==> src/rtl/stack_seq_pkg.sv <==
package stack_seq_pkg;
  localparam int unsigned HW_W   = 16;
  localparam int unsigned RA_W   = 2 * HW_W;
  localparam int unsigned RIDX_W = 4;
  localparam int unsigned CNT_W  = 3;
  localparam int unsigned CNTX_W = CNT_W + 1;
  localparam int unsigned SPAN_W = RIDX_W + 1;

  localparam logic [6:0] POP_OPC  = 7'b0000001;
  localparam logic [7:0] PUSH_OPC = 8'b00000001;

  typedef enum logic [2:0] {
    ST_IDLE,
    ST_RA_LO,
    ST_RA_HI,
    ST_REG,
    ST_FIN
  } seq_st_e;

  typedef struct packed {
    logic              push;
    logic              pop;
    logic              ret;
    logic              with_ra;
    logic [CNTX_W-1:0] cnt;
    logic [RIDX_W-1:0] first;
    logic              bad;
  } dec_t;
endpackage

==> src/rtl/stack_seq_decode.sv <==
module stack_seq_decode
  import stack_seq_pkg::*;
(
  input  logic [15:0] insn_i,
  output dec_t        dec_o
);
  localparam logic [SPAN_W-1:0] MAX_IDX = SPAN_W'((1 << RIDX_W) - 1);

  logic              is_pop, is_push;
  logic [CNTX_W-1:0] cnt;
  logic [RIDX_W-1:0] first;
  logic [SPAN_W-1:0] span;

  always_comb begin
    is_pop  = (insn_i[15:9] == POP_OPC);
    is_push = (insn_i[15:8] == PUSH_OPC);
    cnt     = CNTX_W'(insn_i[6:4]) + CNTX_W'(1);
    first   = insn_i[3:0];
    span    = {1'b0, first} + SPAN_W'(cnt);
    dec_o.push    = is_push;
    dec_o.pop     = is_pop;
    dec_o.ret     = is_pop & insn_i[8];
    dec_o.with_ra = insn_i[7];
    dec_o.cnt     = cnt;
    dec_o.first   = first;
    dec_o.bad     = !(is_pop | is_push) | (span > MAX_IDX);
  end
endmodule

==> src/rtl/stack_seq_ctrl.sv <==
module stack_seq_ctrl
  import stack_seq_pkg::*;
(
  input  logic              clk_i,
  input  logic              rst_ni,
  input  logic              start_i,
  input  dec_t              dec_i,
  input  logic              mem_ready_i,
  output seq_st_e           st_o,
  output logic              push_o,
  output logic              ret_o,
  output logic              bad_o,
  output logic [RIDX_W-1:0] first_o,
  output logic [RIDX_W-1:0] idx_o,
  output logic              accept_o,
  output logic              fire_o
);
  seq_st_e           st_q, st_d;
  dec_t              dec_q, dec_d;
  logic [RIDX_W-1:0] idx_q, idx_d;
  logic              mem_req, last_reg;

  assign mem_req  = (st_q == ST_RA_LO) || (st_q == ST_RA_HI) || (st_q == ST_REG);
  assign fire_o   = mem_req && mem_ready_i;
  assign accept_o = start_i && (st_q == ST_IDLE);
  assign last_reg = dec_q.push ? (idx_q == '0)
                               : (idx_q == RIDX_W'(dec_q.cnt - 1'b1));

  always_comb begin
    st_d  = st_q;
    idx_d = idx_q;
    dec_d = dec_q;
    unique case (st_q)
      ST_IDLE: if (start_i) begin
        dec_d = dec_i;
        if (dec_i.bad) begin
          st_d = ST_FIN;
        end else if (dec_i.push) begin
          st_d  = dec_i.with_ra ? ST_RA_LO : ST_REG;
          idx_d = RIDX_W'(dec_i.cnt - 1'b1);
        end else begin
          st_d  = ST_REG;
          idx_d = '0;
        end
      end
      ST_RA_LO: if (mem_ready_i) st_d = ST_RA_HI;
      ST_RA_HI: if (mem_ready_i) st_d = dec_q.push ? ST_REG : ST_FIN;
      ST_REG: if (mem_ready_i) begin
        if (last_reg) st_d = (!dec_q.push && dec_q.with_ra) ? ST_RA_LO : ST_FIN;
        else          idx_d = dec_q.push ? idx_q - 1'b1 : idx_q + 1'b1;
      end
      ST_FIN:  st_d = ST_IDLE;
      default: st_d = ST_IDLE;
    endcase
  end

  always_ff @(posedge clk_i or negedge rst_ni) begin
    if (!rst_ni) begin
      st_q  <= ST_IDLE;
      dec_q <= '0;
      idx_q <= '0;
    end else begin
      st_q  <= st_d;
      dec_q <= dec_d;
      idx_q <= idx_d;
    end
  end

  assign st_o    = st_q;
  assign push_o  = dec_q.push;
  assign ret_o   = dec_q.ret;
  assign bad_o   = dec_q.bad;
  assign first_o = dec_q.first;
  assign idx_o   = idx_q;
endmodule

==> src/rtl/stack_seq_agu.sv <==
module stack_seq_agu
  import stack_seq_pkg::*;
#(
  parameter int unsigned ADDR_W = 32
) (
  input  logic              clk_i,
  input  logic              rst_ni,
  input  logic              accept_i,
  input  logic              fire_i,
  input  seq_st_e           st_i,
  input  logic              push_i,
  input  logic [ADDR_W-1:0] sp_i,
  input  logic [RA_W-1:0]   ra_i,
  input  logic [HW_W-1:0]   rf_rdata_i,
  input  logic [HW_W-1:0]   mem_rdata_i,
  output logic [ADDR_W-1:0] sp_o,
  output logic [RA_W-1:0]   ra_o,
  output logic [ADDR_W-1:0] mem_addr_o,
  output logic [HW_W-1:0]   mem_wdata_o,
  output logic              ra_we_o,
  output logic [RA_W-1:0]   ra_wdata_o
);
  localparam logic [ADDR_W-1:0] HW_STEP = ADDR_W'(HW_W / 8);
  localparam logic [ADDR_W-1:0] RA_STEP = ADDR_W'(RA_W / 8);

  logic [ADDR_W-1:0] sp_q;
  logic [RA_W-1:0]   ra_q;
  logic [HW_W-1:0]   ra_lo_q;

  // push addresses sit below SP; SP moves only when a transfer completes
  always_comb begin
    unique case (st_i)
      ST_RA_LO: mem_addr_o = push_i ? sp_q - RA_STEP : sp_q;
      ST_RA_HI: mem_addr_o = push_i ? sp_q - RA_STEP + HW_STEP : sp_q + HW_STEP;
      ST_REG:   mem_addr_o = push_i ? sp_q - HW_STEP : sp_q;
      default:  mem_addr_o = sp_q;
    endcase
    unique case (st_i)
      ST_RA_LO: mem_wdata_o = ra_q[HW_W-1:0];
      ST_RA_HI: mem_wdata_o = ra_q[RA_W-1:HW_W];
      default:  mem_wdata_o = rf_rdata_i;
    endcase
  end

  assign ra_wdata_o = {mem_rdata_i, ra_lo_q};
  assign ra_we_o    = fire_i && !push_i && (st_i == ST_RA_HI);

  always_ff @(posedge clk_i or negedge rst_ni) begin
    if (!rst_ni) begin
      sp_q    <= '0;
      ra_q    <= '0;
      ra_lo_q <= '0;
    end else if (accept_i) begin
      sp_q <= sp_i;
      ra_q <= ra_i;
    end else if (fire_i) begin
      unique case (st_i)
        ST_RA_LO: if (!push_i) ra_lo_q <= mem_rdata_i;
        ST_RA_HI: begin
          sp_q <= push_i ? sp_q - RA_STEP : sp_q + RA_STEP;
          if (!push_i) ra_q <= ra_wdata_o;
        end
        ST_REG:  sp_q <= push_i ? sp_q - HW_STEP : sp_q + HW_STEP;
        default: ;
      endcase
    end
  end

  assign sp_o = sp_q;
  assign ra_o = ra_q;
endmodule

==> src/rtl/stack_seq.sv <==
module stack_seq
  import stack_seq_pkg::*;
#(
  parameter int unsigned ADDR_W = 32
) (
  input  logic              clk_i,
  input  logic              rst_ni,
  input  logic              start_i,
  input  logic [15:0]       insn_i,
  input  logic [ADDR_W-1:0] sp_i,
  input  logic [31:0]       ra_i,
  output logic              busy_o,
  output logic              done_o,
  output logic              illegal_o,
  output logic [ADDR_W-1:0] sp_o,
  output logic              jump_o,
  output logic [31:0]       jump_target_o,
  output logic [3:0]        rf_addr_o,
  input  logic [15:0]       rf_rdata_i,
  output logic              rf_we_o,
  output logic [15:0]       rf_wdata_o,
  output logic              ra_we_o,
  output logic [31:0]       ra_wdata_o,
  output logic              mem_req_o,
  output logic              mem_we_o,
  output logic [ADDR_W-1:0] mem_addr_o,
  output logic [15:0]       mem_wdata_o,
  input  logic [15:0]       mem_rdata_i,
  input  logic              mem_ready_i
);
  dec_t              dec;
  seq_st_e           st;
  logic              push, ret, bad, accept, fire;
  logic [RIDX_W-1:0] first, idx;

  stack_seq_decode u_dec (
    .insn_i (insn_i),
    .dec_o  (dec)
  );

  stack_seq_ctrl u_ctrl (
    .clk_i       (clk_i),
    .rst_ni      (rst_ni),
    .start_i     (start_i),
    .dec_i       (dec),
    .mem_ready_i (mem_ready_i),
    .st_o        (st),
    .push_o      (push),
    .ret_o       (ret),
    .bad_o       (bad),
    .first_o     (first),
    .idx_o       (idx),
    .accept_o    (accept),
    .fire_o      (fire)
  );

  stack_seq_agu #(.ADDR_W(ADDR_W)) u_agu (
    .clk_i       (clk_i),
    .rst_ni      (rst_ni),
    .accept_i    (accept),
    .fire_i      (fire),
    .st_i        (st),
    .push_i      (push),
    .sp_i        (sp_i),
    .ra_i        (ra_i),
    .rf_rdata_i  (rf_rdata_i),
    .mem_rdata_i (mem_rdata_i),
    .sp_o        (sp_o),
    .ra_o        (jump_target_o),
    .mem_addr_o  (mem_addr_o),
    .mem_wdata_o (mem_wdata_o),
    .ra_we_o     (ra_we_o),
    .ra_wdata_o  (ra_wdata_o)
  );

  assign busy_o     = (st != ST_IDLE);
  assign done_o     = (st == ST_FIN);
  assign illegal_o  = done_o && bad;
  assign jump_o     = done_o && !bad && ret;
  assign mem_req_o  = (st == ST_RA_LO) || (st == ST_RA_HI) || (st == ST_REG);
  assign mem_we_o   = mem_req_o && push;
  assign rf_addr_o  = first + idx;
  assign rf_we_o    = fire && !push && (st == ST_REG);
  assign rf_wdata_o = mem_rdata_i;
endmodule

==> config.mk <==
export PLATFORM = sky130hd
export DESIGN_NAME = stack_seq
export DESIGN_NICKNAME = d
export VERILOG_FILES = /design/src/rtl/stack_seq_pkg.sv /design/src/rtl/stack_seq_decode.sv /design/src/rtl/stack_seq_ctrl.sv /design/src/rtl/stack_seq_agu.sv /design/src/rtl/stack_seq.sv
export SDC_FILE = /design/constraint.sdc
export NUM_CORES = 1
export LEC_CHECK = 0
export ABC_CLOCK_PERIOD_IN_PS = 3300
export BUFFER_PORTS_ARGS = -buffer_cell sky130_fd_sc_hd__buf_2
export CORE_ASPECT_RATIO = 0.7
export CORE_MARGIN = 4
export CORE_UTILIZATION = 45
export CTS_CLUSTER_DIAMETER = 80
export DETAILED_ROUTE_END_ITERATION = 7
export PLACE_DENSITY = 0.73
export SLEW_MARGIN = 20
export SYNTH_ARGS = -nofsm -noshare
export SYNTH_HDL_FRONTEND = slang
export SYNTH_SLANG_ARGS = --single-unit
==> constraint.sdc <==
create_clock -name clk_i -period 3.3 [get_ports clk_i]
set_input_delay 0 -clock clk_i [delete_from_list [all_inputs] [get_ports clk_i]]
set_output_delay 0 -clock clk_i [all_outputs]
set_load 0.02 [all_outputs]
==> out/summary.txt <==
Least-Margin Pin Slew = 964 ps
Leakage = 6.85 nW
Synth Net Count = 1551
Core footprint = 22700 µm²
First-pass GRT wire length = 70000 µm
CTS sink cnt = 99
Final Max Tran Viols = 0
Drt wl/cell = 21.6 µm
Status = finished with violations
Final worst slack = -464 ps
Post-DP Area = 12900 µm²
Largest stage delay on the critical path = 610 ps
Antenna-violating nets left = 0
Area of the mapped netlist = 10400 µm²
DP Worst Slack = -75.6 ps
Fillcell total = 2002
Vias/cell = 5.97
Total CTS buffers = 9
Antenna violations before repair = 2
Syn avg cell area = 7.37 µm²
Slowest-stage cell, CP = or4b_4
Drc violations = 0
Max capacitance violation total = 0
Hpwl dp = 33600 µm
GRT overflow = 0
H-Tree Depth = 3
Int Power = 5.26 mW
Synth cell types = 80
Vias in the first global route = 12100
Crit Path Category = register to output pin
CTS tree = done
Die H = 135 µm
Reg power frac = 21.8%
Starting Density = 45.9%
Tmin final = 3760 ps
Cell family with most CP delay = simple AND/OR/NAND/NOR gates
Seq cells post-synth = 99
Largest net degree at the start of global routing = 68
Register Area = 2490 µm²
Failing checks = negative setup slack
Non-filler instance count after layout = 2169
Clock power frac = 10.4%
GR Util All Layers = 34.7%
Chip width = 190 µm
Crit end category = output pin
Critical path peak fanout = 6
Ant. Diodes = 0
Register area share after synthesis = 23.8%
Share of cells above drive strength 1 = 33.4%
Reg clk slew, reported paths = 80 ps
I/O pin count = 288
Max Clk Rate = 266 MHz
Worst Hold Class = input port to register
Initial DRC Count = 1579
Worst-path cell chain = or4b_4 > or3_4 > nor4_4 > o21ai_1 > or4_4 > buf_4 > nor4_4 > mux2i_1 > xnor2_1 > o21ai_2 > buf_4
Cells after DPL = 2020
Setup Viol. Count Final = 19
Post-synth EDFFs = 0
RD Place Congestion = 1.01
Fin area = 15100 µm²
Die area = 25700 µm²
Multi-input logic area = 7600 µm²
Rows = 46
DRT Wirelength = 46900 µm
Comb power frac = 67.9%
Hold Vio Cnt, Final = 0
Layout Skew = 16.1 ps
Synthesis-to-finish area growth = 44.5%
YS warnings = 0
Asr flop ratio synth = 100%
Worst skew pair latency = 370 ps
Arr. time, crit path = 3760 ps
Unrepaired setup endpoints after global routing = yes
Slew headroom = 35.8%
Power Dens Cells = 721 nW/µm²
CP required = 3300 ps
WP buf/inv = 2
Synth Flop Type = dfrtp_1
Fin crit share = 114%
Worst Setup Start Kind = register
Vias = 13000
Nets = 1991
Max Buffers Root-to-Sink = 2
Peak supply drop = 633 µV
Switching Fraction = 51.6%
Post-Syn Instances = 1413
TritonRoute pass-1 iters = 6
Switch Pwr = 5.60 mW
Root Buffer = clkbuf_16
IO Port Bufs = 287
[sequential cells by signal (all words and copies together), names as in the netlist, 3 cells and up]
signal / count
u_agu.ra_o: 32
u_agu.sp_o: 32
u_agu.ra_lo_q: 16
u_ctrl.dec_q: 5
u_ctrl.first_o: 4
u_ctrl.idx_o: 4
u_ctrl.st_o: 3
[per-stage QoR]
step / total power [mW] / setup TNS, ps / utilization [%] / hold WS, ps
2_1_floorplan: 6.28 / -67.7 / - / -296
3_3_place_gp: 8.81 / -137 / 56.8 / 191
3_5_place_dp: 8.88 / -193 / 56.8 / 200
4_1_cts: 10.5 / -3040 / 65.1 / 1.30
5_1_grt: 11.4 / -6520 / 66.4 / 28.6
6_report: 10.9 / -4460 / 66.4 / 56.3
[synth_stat cells (all sizes together), types with 19 or more instances]
master	number	area share, %
nor3	59	3.0
clkbuf	97	3.5
nand3	43	2.1
nand4	29	1.9
a21oi	76	3.7
inv	22	0.79
nand2	186	6.8
buf	63	3.6
a22oi	27	2.0
o21ai	132	6.3
xnor2	63	5.3
dfrtp	99	24
mux2	20	2.2
xor2	50	4.2
nor2	129	4.7
nor4	26	2.6
mux2i	44	4.2
ha	19	2.3
[worst paths after layout]
check / depth (start not counted) / slack (ps) / to / startpoint
worst max-delay path: 11 / -460 / mem_addr_o[30] / u_agu.sp_o[9]
worst min-delay path: 3 / 60 / u_agu.sp_o[18] / sp_i[18]
worst max register to register: 11 / 210 / u_agu.sp_o[21] / u_agu.sp_o[9]
worst min register to register: 2 / 500 / u_ctrl.first_o[0] / u_ctrl.first_o[0]
max in group asynchronous: 3 / 2100 / u_agu.ra_lo_q[13] / rst_ni
min in group asynchronous: 2 / 310 / u_agu.sp_o[17] / rst_ni
[placed cells by master, fill, tap and decap left out, types with 8 or more instances in the layout]
master / instances
nor3_1: 47
o21ai_0: 116
buf_6: 28
and2_1: 13
a31oi_1: 15
buf_2: 265
a211oi_1: 16
buf_4: 187
ha_1: 18
a221oi_1: 8
a21oi_1: 71
xor2_1: 48
xnor2_1: 58
nand2_1: 182
nand4_1: 27
mux2_2: 19
or2_2: 8
o211ai_1: 11
a22oi_1: 26
o21ai_1: 13
and3_1: 11
o22ai_1: 13
mux2i_1: 44
dfrtp_1: 93
nor4_4: 12
dlygate4sd3_1: 103
nor4_1: 12
or3_1: 14
inv_1: 20
nand3_1: 38
nor2_1: 121
clkbuf_16: 9
[area by class of cell]
cell class | instances | share of cell area (%)
multi-input combinational | 1131 | 50.5
timing repair buffer | 589 | 27.9
sequential | 99 | 16.5
tap | 312 | 2.59
clock buffer | 10 | 1.52
inverter | 23 | 0.590
clock inverter | 5 | 0.407
[power groups by stage]
stage	sequential [mW]	combinational [mW]	clock, mW
detailed placement	2.34	6.54	0
CTS	2.33	7.06	1.14
floorplan	2.64	3.65	0
global route	2.42	7.84	1.19
global placement	2.31	6.49	0
finish	2.36	7.37	1.12
[worst reg2reg max path, cell delays in order, from the launching register on]
cell      delay [ps]
dfrtp_1          590
buf_4            330
nand2_1          240
or3_1            500
nor2_1           280
buf_4            180
nand2_1           60
o21ai_0          170
nor2_1            70
a211oi_1         330
xnor2_1          150
o21ai_0           80
[per-layer routing]
layer | GRT usage (%) | share of wire, % | up-vias | wire length, µm
met5 | 0 | 0.036 | - | 17
met1 | 50.0 | 43 | 6149 | 20100
li1 | - | - | 5922 | -
met3 | 9.63 | 12 | 85 | 5460
met4 | 7.31 | 1.7 | 4 | 819
met2 | 52.2 | 44 | 795 | 20500
[kinds of logic (layout without fill, tap and decap cells)]
kind of cell | count (synthesis) | after routing | synth area share (%)
AOI/OAI and AO/OA | 375 | 375 | 22.5
xor gates and xnor gates | 113 | 113 | 9.50
adders and majority gates | 22 | 22 | 2.86
buffers and inverters | 183 | 627 | 7.95
DFF | 99 | 99 | 23.8
muxes | 65 | 65 | 6.61
and+or+nand+nor | 556 | 556 | 26.8
[repair_timing]
item / in CTS / in global routing
setup endpoints to repair: 19 / 35
gates resized for setup: 90 / 50
hold buffers: 103 / 0
pin swaps: 26 / 30
setup buffers: 23 / 14
hold endpoints to repair: 153 / 0
Power figures use the tool's default switching activity.
